File: src/rtl/wdt_pkg.sv
package wdt_pkg;
   localparam int unsigned OFS_CTRL  = 0;
   localparam int unsigned OFS_RANGE = 4;
   localparam int unsigned OFS_KICK  = 12;
   localparam logic [7:0]  KICK_KEY  = 8'h76;

   typedef enum logic [1:0] {
      SEL_NONE,
      SEL_CTRL,
      SEL_RANGE,
      SEL_KICK
   } wdt_sel_e;
endpackage

File: src/rtl/wdt_regs.sv
module wdt_regs
   import wdt_pkg::*;
#(
   parameter int unsigned ADDR_W = 4,
   parameter int unsigned DATA_W = 32,
   parameter int unsigned CODE_W = 4
) (
   input  logic              clk_i,
   input  logic              rst_ni,
   input  logic [ADDR_W-1:0] addr_i,
   input  logic              we_i,
   input  logic [DATA_W-1:0] wdata_i,
   output logic [DATA_W-1:0] rdata_o,
   output logic              en_o,
   output logic [CODE_W-1:0] code_o,
   output logic              kick_o
);
   localparam int unsigned RANGE_W = 2 * CODE_W;

   if (DATA_W <= RANGE_W || DATA_W < 8) begin : g_bad_data_w
      $error("wdt_regs: DATA_W must exceed both code fields and hold the key byte");
   end
   if (ADDR_W < 4) begin : g_bad_addr_w
      $error("wdt_regs: ADDR_W too small for the register offsets");
   end

   wdt_sel_e            sel;
   logic                en_q;
   logic [RANGE_W-1:0]  range_q;
   logic                unused_wdata;

   assign unused_wdata = ^wdata_i[DATA_W-1:RANGE_W];

   always_comb begin
      if (addr_i == ADDR_W'(OFS_CTRL))       sel = SEL_CTRL;
      else if (addr_i == ADDR_W'(OFS_RANGE)) sel = SEL_RANGE;
      else if (addr_i == ADDR_W'(OFS_KICK))  sel = SEL_KICK;
      else                                   sel = SEL_NONE;
   end

   always_ff @(posedge clk_i or negedge rst_ni) begin
      if (!rst_ni) begin
         en_q    <= 1'b0;
         range_q <= '0;
      end else if (we_i) begin
         if (sel == SEL_CTRL)  en_q    <= wdata_i[0];
         if (sel == SEL_RANGE) range_q <= wdata_i[RANGE_W-1:0];
      end
   end

   always_comb begin
      unique case (sel)
         SEL_CTRL:  rdata_o = DATA_W'(en_q);
         SEL_RANGE: rdata_o = DATA_W'(range_q);
         default:   rdata_o = '0;
      endcase
   end

   assign kick_o = we_i && (sel == SEL_KICK) && (wdata_i[7:0] == KICK_KEY);
   assign en_o   = en_q;
   assign code_o = range_q[CODE_W-1:0];

   AST_CTRL_WRITE: assert property (@(posedge clk_i) disable iff (!rst_ni)
      (we_i && addr_i == ADDR_W'(OFS_CTRL)) |=> (en_o == $past(wdata_i[0])));

   AST_UNMAPPED_KEEP: assert property (@(posedge clk_i) disable iff (!rst_ni)
      (we_i && sel == SEL_NONE) |=> ($stable(en_o) && $stable(code_o)));
endmodule

File: src/rtl/wdt_period.sv
module wdt_period #(
   parameter int unsigned CODE_W     = 4,
   parameter int unsigned CNT_W      = 32,
   parameter int unsigned BASE_EXP   = 16,
   parameter bit          TABLE_IMPL = 1'b0
) (
   input  logic [CODE_W-1:0] code_i,
   output logic [CNT_W-1:0]  period_o
);
   localparam int unsigned NCODE = 1 << CODE_W;

   if (BASE_EXP + NCODE - 1 >= CNT_W) begin : g_bad_span
      $error("wdt_period: longest period does not fit the counter");
   end

   if (TABLE_IMPL) begin : g_table
      logic [CNT_W-1:0] tbl [NCODE];
      for (genvar g = 0; g < NCODE; g++) begin : g_entry
         assign tbl[g] = CNT_W'(1) << (BASE_EXP + g);
      end
      assign period_o = tbl[code_i];
   end else begin : g_shift
      assign period_o = CNT_W'(1) << (BASE_EXP + int'(code_i));
   end
endmodule

File: src/rtl/wdt_counter.sv
module wdt_counter #(
   parameter int unsigned CNT_W     = 32,
   parameter int unsigned BASE_EXP  = 16,
   parameter int unsigned PULSE_LEN = 8
) (
   input  logic             clk_i,
   input  logic             rst_ni,
   input  logic             en_i,
   input  logic             kick_i,
   input  logic [CNT_W-1:0] period_i,
   output logic             rst_o
);
   localparam int unsigned PULSE_W = $clog2(PULSE_LEN + 1);
   localparam logic [CNT_W-1:0] RST_CNT = CNT_W'(1) << BASE_EXP;

   if (PULSE_LEN < 1) begin : g_bad_pulse
      $error("wdt_counter: PULSE_LEN must be at least 1");
   end

   logic [CNT_W-1:0]   cnt_q;
   logic [PULSE_W-1:0] pulse_q;
   logic               idle;
   logic               reload;

   assign idle   = (pulse_q == '0);
   assign reload = (kick_i && en_i) || (pulse_q == PULSE_W'(1));

   always_ff @(posedge clk_i or negedge rst_ni) begin
      if (!rst_ni) begin
         cnt_q   <= RST_CNT;
         pulse_q <= '0;
      end else begin
         if (reload)
            cnt_q <= period_i;
         else if (en_i && idle && cnt_q != '0)
            cnt_q <= cnt_q - CNT_W'(1);

         if (!idle)
            pulse_q <= pulse_q - PULSE_W'(1);
         else if (en_i && !kick_i && cnt_q == '0)
            pulse_q <= PULSE_W'(PULSE_LEN);
      end
   end

   assign rst_o = !idle;

   AST_DECREMENT: assert property (@(posedge clk_i) disable iff (!rst_ni)
      (en_i && !kick_i && idle && cnt_q != '0) |=> (cnt_q == CNT_W'($past(cnt_q) - CNT_W'(1))));

   AST_HOLD_DISABLED: assert property (@(posedge clk_i) disable iff (!rst_ni)
      (!en_i && idle) |=> (cnt_q == $past(cnt_q) && !rst_o));

   AST_KEY_RELOAD: assert property (@(posedge clk_i) disable iff (!rst_ni)
      (en_i && kick_i) |=> (cnt_q == $past(period_i)));

   AST_RISE_AT_ZERO: assert property (@(posedge clk_i) disable iff (!rst_ni)
      $rose(rst_o) |-> ($past(cnt_q) == '0 && $past(en_i)));

   AST_FALL_RELOAD: assert property (@(posedge clk_i) disable iff (!rst_ni)
      $fell(rst_o) |-> (cnt_q == $past(period_i)));

   AST_PULSE_BOUND: assert property (@(posedge clk_i) disable iff (!rst_ni)
      (pulse_q <= PULSE_W'(PULSE_LEN)));
endmodule

File: src/rtl/keyed_watchdog.sv
module keyed_watchdog #(
   parameter int unsigned ADDR_W     = 4,
   parameter int unsigned DATA_W     = 32,
   parameter int unsigned CNT_W      = 32,
   parameter int unsigned CODE_W     = 4,
   parameter int unsigned BASE_EXP   = 16,
   parameter int unsigned PULSE_LEN  = 8,
   parameter bit          TABLE_IMPL = 1'b0
) (
   input  logic              clk_i,
   input  logic              rst_ni,
   input  logic [ADDR_W-1:0] bus_addr_i,
   input  logic              bus_we_i,
   input  logic [DATA_W-1:0] bus_wdata_i,
   output logic [DATA_W-1:0] bus_rdata_o,
   output logic              wdt_rst_o
);
   logic              en;
   logic              kick;
   logic [CODE_W-1:0] code;
   logic [CNT_W-1:0]  period;

   wdt_regs #(
      .ADDR_W (ADDR_W),
      .DATA_W (DATA_W),
      .CODE_W (CODE_W)
   ) u_regs (
      .clk_i   (clk_i),
      .rst_ni  (rst_ni),
      .addr_i  (bus_addr_i),
      .we_i    (bus_we_i),
      .wdata_i (bus_wdata_i),
      .rdata_o (bus_rdata_o),
      .en_o    (en),
      .code_o  (code),
      .kick_o  (kick)
   );

   wdt_period #(
      .CODE_W     (CODE_W),
      .CNT_W      (CNT_W),
      .BASE_EXP   (BASE_EXP),
      .TABLE_IMPL (TABLE_IMPL)
   ) u_period (
      .code_i   (code),
      .period_o (period)
   );

   wdt_counter #(
      .CNT_W     (CNT_W),
      .BASE_EXP  (BASE_EXP),
      .PULSE_LEN (PULSE_LEN)
   ) u_counter (
      .clk_i    (clk_i),
      .rst_ni   (rst_ni),
      .en_i     (en),
      .kick_i   (kick),
      .period_i (period),
      .rst_o    (wdt_rst_o)
   );

   AST_NO_RST_WHILE_OFF: assert property (@(posedge clk_i) disable iff (!rst_ni)
      (!en && !wdt_rst_o) |=> !wdt_rst_o);
endmodule

File: config.mk
export PLATFORM = sky130hd
export DESIGN_NAME = keyed_watchdog
export DESIGN_NICKNAME = d
export VERILOG_FILES = /design/src/rtl/wdt_pkg.sv /design/src/rtl/wdt_regs.sv /design/src/rtl/wdt_period.sv /design/src/rtl/wdt_counter.sv /design/src/rtl/keyed_watchdog.sv
export SDC_FILE = /design/constraint.sdc
export NUM_CORES = 1
export LEC_CHECK = 0
export ABC_AREA = 1
export CORE_UTILIZATION = 51
export CTS_CLUSTER_DIAMETER = 120
export DETAILED_ROUTE_END_ITERATION = 10
export DONT_BUFFER_PORTS = 1
export GPL_TIMING_DRIVEN = 1
export PLACE_DENSITY = 0.65
export SKIP_CTS_REPAIR_TIMING = 1
export SYNTH_ARGS = -nofsm -noshare
export SYNTH_HDL_FRONTEND = slang
export SYNTH_HIERARCHICAL = 1
export SYNTH_SLANG_ARGS = --single-unit
File: constraint.sdc
create_clock -name clk_i -period 2.8 [get_ports clk_i]
set_clock_uncertainty 0.1 [all_clocks]
set_input_delay 0.56 -clock clk_i [delete_from_list [all_inputs] [get_ports clk_i]]
set_output_delay 0.56 -clock clk_i [all_outputs]
set_load 0.01 [all_outputs]
=== Yosys cells after proc, flatten, opt, wreduce, memory -nomap -nowiden ===
Index checks and enable logic that the tools add are counted.

* Word-level logic and storage cells: 41
* Bits in registers: 45

* Mux-type cells: 8
* Shift operators: 1
* Reductions and logical operators: 17
* Equal/unequal tests: 8
* $add $sub $neg: 3

{| class="wikitable"
|+ Operator list
! cell !! count
|-
| two-way mux 32 bit || 2
|-
| zero test 32 bit || 1
|-
| nonzero test 32 bit || 1
|-
| << shifter 1 x 32 -> 32 bit (first input constant) || 1
|-
| subtractor 32 x 1 -> 32 bit (second input constant) || 1
|-
| case mux 8 bit (2 select lines) || 1
|-
| equality test 8 x 7 -> 1 bit (second input constant) || 1
|-
| zero test 4 bit || 2
|-
| two-way mux 4 bit || 2
|-
| logical AND 1 bit || 7
|-
| adder 5 x 4 -> 6 bit (first input constant) || 1
|-
| two-way mux 2 bit || 3
|-
| equality test 2 bit (second input constant) || 2
|-
| equality test 4 x 1 -> 1 bit (second input constant) || 1
|-
| equality test 4 x 3 -> 1 bit (second input constant) || 1
|-
| equality test 4 bit (second input constant) || 1
|-
| AND reduction 2 bit || 2
|-
| subtractor 4 x 1 -> 4 bit (second input constant) || 1
|-
| equality test 2 x 1 -> 1 bit (second input constant) || 1
|-
| zero test 1 bit || 2
|-
| inequality test 2 bit (second input constant) || 1
|-
| nonzero test 2 bit || 1
|-
| logical OR 1 bit || 1
|}

=== Logic depth before layout (Yosys ltp) ===
* Depth in word-level cells: 12
* Depth in mapped cells: 14
* Depth with buffers taken out: 12

=== Cells and area by module ===
Netlist, hierarchy kept.

{| class="wikitable"
|+ By module, submodules not included
! module !! cells each !! times used !! area an instance (um^2)
|-
| wdt_counter || 452 || 1 || 2761.4
|-
| wdt_regs || 105 || 1 || 749.5
|-
| wdt_period || 47 || 1 || 250.2
|}

=== Worst setup path after synthesis ===
Ideal clock, no wire load.

* Path type: input to register
* From: input port bus_addr_i[1]
* To: register u_counter.cnt_q[28]
* Library setup time: 0.117 ns
* Stages on the path: 10
* Path slack: 0.897 ns
* Data arrival time: 1.686 ns
* Path buffers: 1
* Cell sequence: nor3_1 > nand2_1 > nor2_1 > nand2_1 > nand2_1 > inv_1 > buf_2 > or2_2 > nand3_1 > nand2_1

* Word-level cells in the longest chain between the ends: 10

{| class="wikitable"
|+ Ends and longest elaborated chain
! what !! line !! RTL
|-
| start: declaration || keyed_watchdog.sv:12 || <nowiki>input logic [ADDR_W-1:0] bus_addr_i,</nowiki>
|-
| equality test 4 bit || wdt_regs.sv:37 || <nowiki>else if (addr_i == ADDR_W'(OFS_KICK)) sel = SEL_KICK;</nowiki>
|-
| two-way mux 2 bit || wdt_regs.sv:37 ||
|-
| two-way mux 2 bit || wdt_regs.sv:36 || <nowiki>else if (addr_i == ADDR_W'(OFS_RANGE)) sel = SEL_RANGE;</nowiki>
|-
| two-way mux 2 bit (*) || wdt_regs.sv:35 || <nowiki>if (addr_i == ADDR_W'(OFS_CTRL)) sel = SEL_CTRL;</nowiki>
|-
| equality test 2 bit (*) || wdt_regs.sv:59 || <nowiki>assign kick_o = we_i && (sel == SEL_KICK) && (wdata_i[7:0] == KICK_KEY);</nowiki>
|-
| logical AND 1 bit (*) (2 in series) || wdt_regs.sv:59 ||
|-
| net kick || keyed_watchdog.sv:19 || <nowiki>logic kick;</nowiki>
|-
| logical AND 1 bit (*) || wdt_counter.sv:26 || <nowiki>assign reload = (kick_i && en_i) || (pulse_q == PULSE_W'(1));</nowiki>
|-
| logical OR 1 bit (*) || wdt_counter.sv:26 ||
|-
| two-way mux 32 bit or nonzero test 2 bit (tied branches) || - ||
|-
| end signal: assignment || wdt_counter.sv:34 || <nowiki>cnt_q <= period_i;</nowiki>
|-
| end signal: assignment || wdt_counter.sv:36 || <nowiki>cnt_q <= cnt_q - CNT_W'(1);</nowiki>
|-
| end: declaration || wdt_counter.sv:20 || <nowiki>logic [CNT_W-1:0] cnt_q;</nowiki>
|}

Mark *: on every way through the listed nets, which the timed path passes. The rest lies on a longest branch.
A chain may end at the register's enable or synchronous reset.

=== Worst setup path after layout ===
* From: register u_counter.cnt_q[0]
* To: register u_counter.cnt_q[0]

* Word-level cells in the longest chain between the ends: 3

{| class="wikitable"
|+ Ends and longest elaborated chain
! what !! line !! RTL
|-
| subtractor 32 x 1 -> 32 bit or nonzero test 32 bit (tied branches) || wdt_counter.sv:36, wdt_counter.sv:35 ||
|-
| two-way mux 32 bit or logical AND 1 bit (tied branches) || wdt_counter.sv:35 || <nowiki>else if (en_i && idle && cnt_q != '0)</nowiki>
|-
| two-way mux 32 bit or nonzero test 2 bit (tied branches) || - ||
|}

Parallel ways exist; a longest one is shown, timed or not. The select of a mux whose other input is x is not followed.

==> results.yml <==
clock_network:
  cts_tree: "yes"
  clk_latency_ns: 0.31
  clk_pin_slew_ns: 0.09
  cts.sinks: 45
  cts_htree_levels: 2
  root_buffer: "clkbuf_8"
  cts_buffers: 5
  clk_path_buf_depth: 2
logic_synthesis:
  yosys.area.top_type: "dfrtp_1"
  ys_ff_latch: 45
  ys_seq_area_frac: 0.300
  avgSynthCellArea_um2: 6.23
  yosysWarnings: 6
  synth_area_leaders: "dfrtp_1 (29%), nand2_1 (19%), buf_4 (9.8%), nor2_1 (9.2%), nand3_1 (8.0%)"
  yosysTopAreaCellShare: 0.293
  synth-main-ff-cell: "dfrtp_1"
  synth_edf_count: 0
  async_reset_ff_frac: 1.00
  syn_inst: 604
  ys_types: 30
  synth_area_um2: 3760
die:
  fp.dieH_um: 87.9
  die_x_um: 87.9
  core_um2: 6940
  row_count: 30
  pin_count: 72
  dieArea_um2: 7720
  initial_core_util: 0.542
worst_setup_path:
  critPathMaxFanout: 22
  crit_type: "register to register"
  worstSetupEndpointType: "register"
  cp.arrival_ns: 2.30
  cp-start-kind: "register"
  worstPathRequired_ns: 2.89
final_layout:
  final_cells: 691
  diodes: 0
  fillers: 769
  post_route_cells_drive_above_1_share: 0.0689
  layout_common_cells: "nand2_1 (190), nor2_1 (92), nand3_1 (60)"
  nets: 634
  area_growth_pct: 0.399
  final_common_cell: "nand2_1"
  final_util: 0.544
placed_design:
  io_buffers: 0
  dp.final_hpwl_um: 6190
  dp_cells: 681
  pre_cts_ws_ns: 0.603
  place_congestion: 0.868
grt:
  grt_max_degree: 46
  grt_pass1_vias: 3076
  grt_usage: 0.246
  gr-total-overflow: 0
  antenna_found_initial: 0
  grt_first_pass_wirelength_um: 14600
timing:
  report.final.slew_viol_count: 0
  finalSetupViolCount: 0
  hold_viol: 0
  rsz0062_at_grt: "no"
  fmax_mhz: 454
  tns_ns: 0
  fin_ws_ns: 0.598
  post-route-period-util: 0.786
  layout_min_cycle_time_ns: 2.20
power_and_ir_drop:
  p_per_area_nw_per_um2: 995
  ir_drop_mv: 0.779
  power_leakage_nw: 1.98
worst_hold_path:
  min_path_type: "input port to register"
detailed_routing:
  wire_per_inst_um: 12.2
  drt_pass1_iterations: 5
  viasPerCell: 4.96
  route.detailed.drc: 0
  dr_total_vias: 3430
  drtIter0Drc: 234
  drt_wl_total_um: 8460
  ant_nets: 0
status:
  status: "finished, final reports clean"
run:
  drv_cap: 0
==> cell type report <==
class / instances / area, um2 / share of cell area
inverter: 61 / 229 / 0.0606
multi-input combinational: 474 / 2100 / 0.556
sequential: 45 / 1130 / 0.299
timing repair buffer: 7 / 87.6 / 0.0232
clock buffer: 6 / 72.6 / 0.0192
tap: 96 / 120 / 0.0318
clock inverter: 2 / 38.8 / 0.0103
==> worst max-delay path, stage by stage, from the launching register on <==
cell and delay [ns]:
dfrtp_1 0.40, inv_1 0.10, ha_1 0.22, nand2_1 0.17, nor2_2 0.17, nand4_1 0.13, nand2_1 0.11, nand2_2 0.26
buf_12 0.26, nand2_1 0.05, o21ai_0 0.08
==> metal layers <==
layer	share of wire	GRT usage	wire length, um	vias up
li1	-	-	-	1773
met4	0.0078	0.0537	66	0
met2	0.45	0.394	3850	86
met5	0	0	0	-
met1	0.48	0.351	4070	1565
met3	0.057	0.0339	481	6
==> sequential cells by signal (all words and copies together) (netlist names) <==
signal             cells
u_counter/pulse_q      4
u_regs/en_o            1
u_regs/range_q         8
u_counter/cnt_q       32
==> logic make-up (layout without fill, tap and decap cells) <==
group | count (synthesis) | in the layout | synth area share
simple gates | 387 | 387 | 0.440
buf+inv | 123 | 76 | 0.180
flops | 45 | 45 | 0.300
compound gates | 33 | 33 | 0.0452
xor+xnor | 13 | 13 | 0.0303
other cells | 2 | 40 | 0.00200
fa+ha+maj | 1 | 1 | 0.00333
==> stage by stage <==
stage	hold WS, ns	cell area (um2)	power (W)
3_3_place_gp	0.166	3630	0.00318
4_1_cts	-0.177	3740	0.00375
6_report	0.294	3780	0.00376
3_5_place_dp	0.166	3630	0.00322
2_1_floorplan	0.164	3900	0.00285
5_1_grt	0.291	3780	0.00417
==> worst paths after layout <==
| path | from | slack, ns | end | depth (start not counted) |
|---|---|---|---|---|
| min | bus_wdata_i[0] | 0.29 | u_regs/en_o | 2 |
| max in group asynchronous | rst_ni | 1.63 | u_counter/cnt_q[16] | 2 |
| max reg2reg | u_counter/cnt_q[0] | 0.60 | u_counter/cnt_q[0] | 10 |
| max | u_counter/cnt_q[0] | 0.60 | u_counter/cnt_q[0] | 10 |
| min reg2reg | u_regs/range_q[7] | 0.38 | u_regs/range_q[7] | 2 |
| min in group asynchronous | rst_ni | 0.68 | u_counter/cnt_q[19] | 2 |
==> synthesized netlist by cell type (all sizes together) (3+ instances only) <==
cell type,count
nand4,13
xor2,10
o21ai,28
nand3,61
nor2,108
nand2,192
buf,58
clkbuf,4
dfrtp,44
xnor2,3
nor3,3
nand3b,3
inv,60
or2,7
==> power by group <==
part / leakage [nW] / switching (W) / internal [W]
clock: 0.0554 / 0.000242 / 0.000268
combinational: 1.35 / 0.00137 / 0.000698
sequential: 0.575 / 0.000278 / 0.000898
total: 1.98 / 0.00189 / 0.00186
Power figures use the tool's default switching activity.
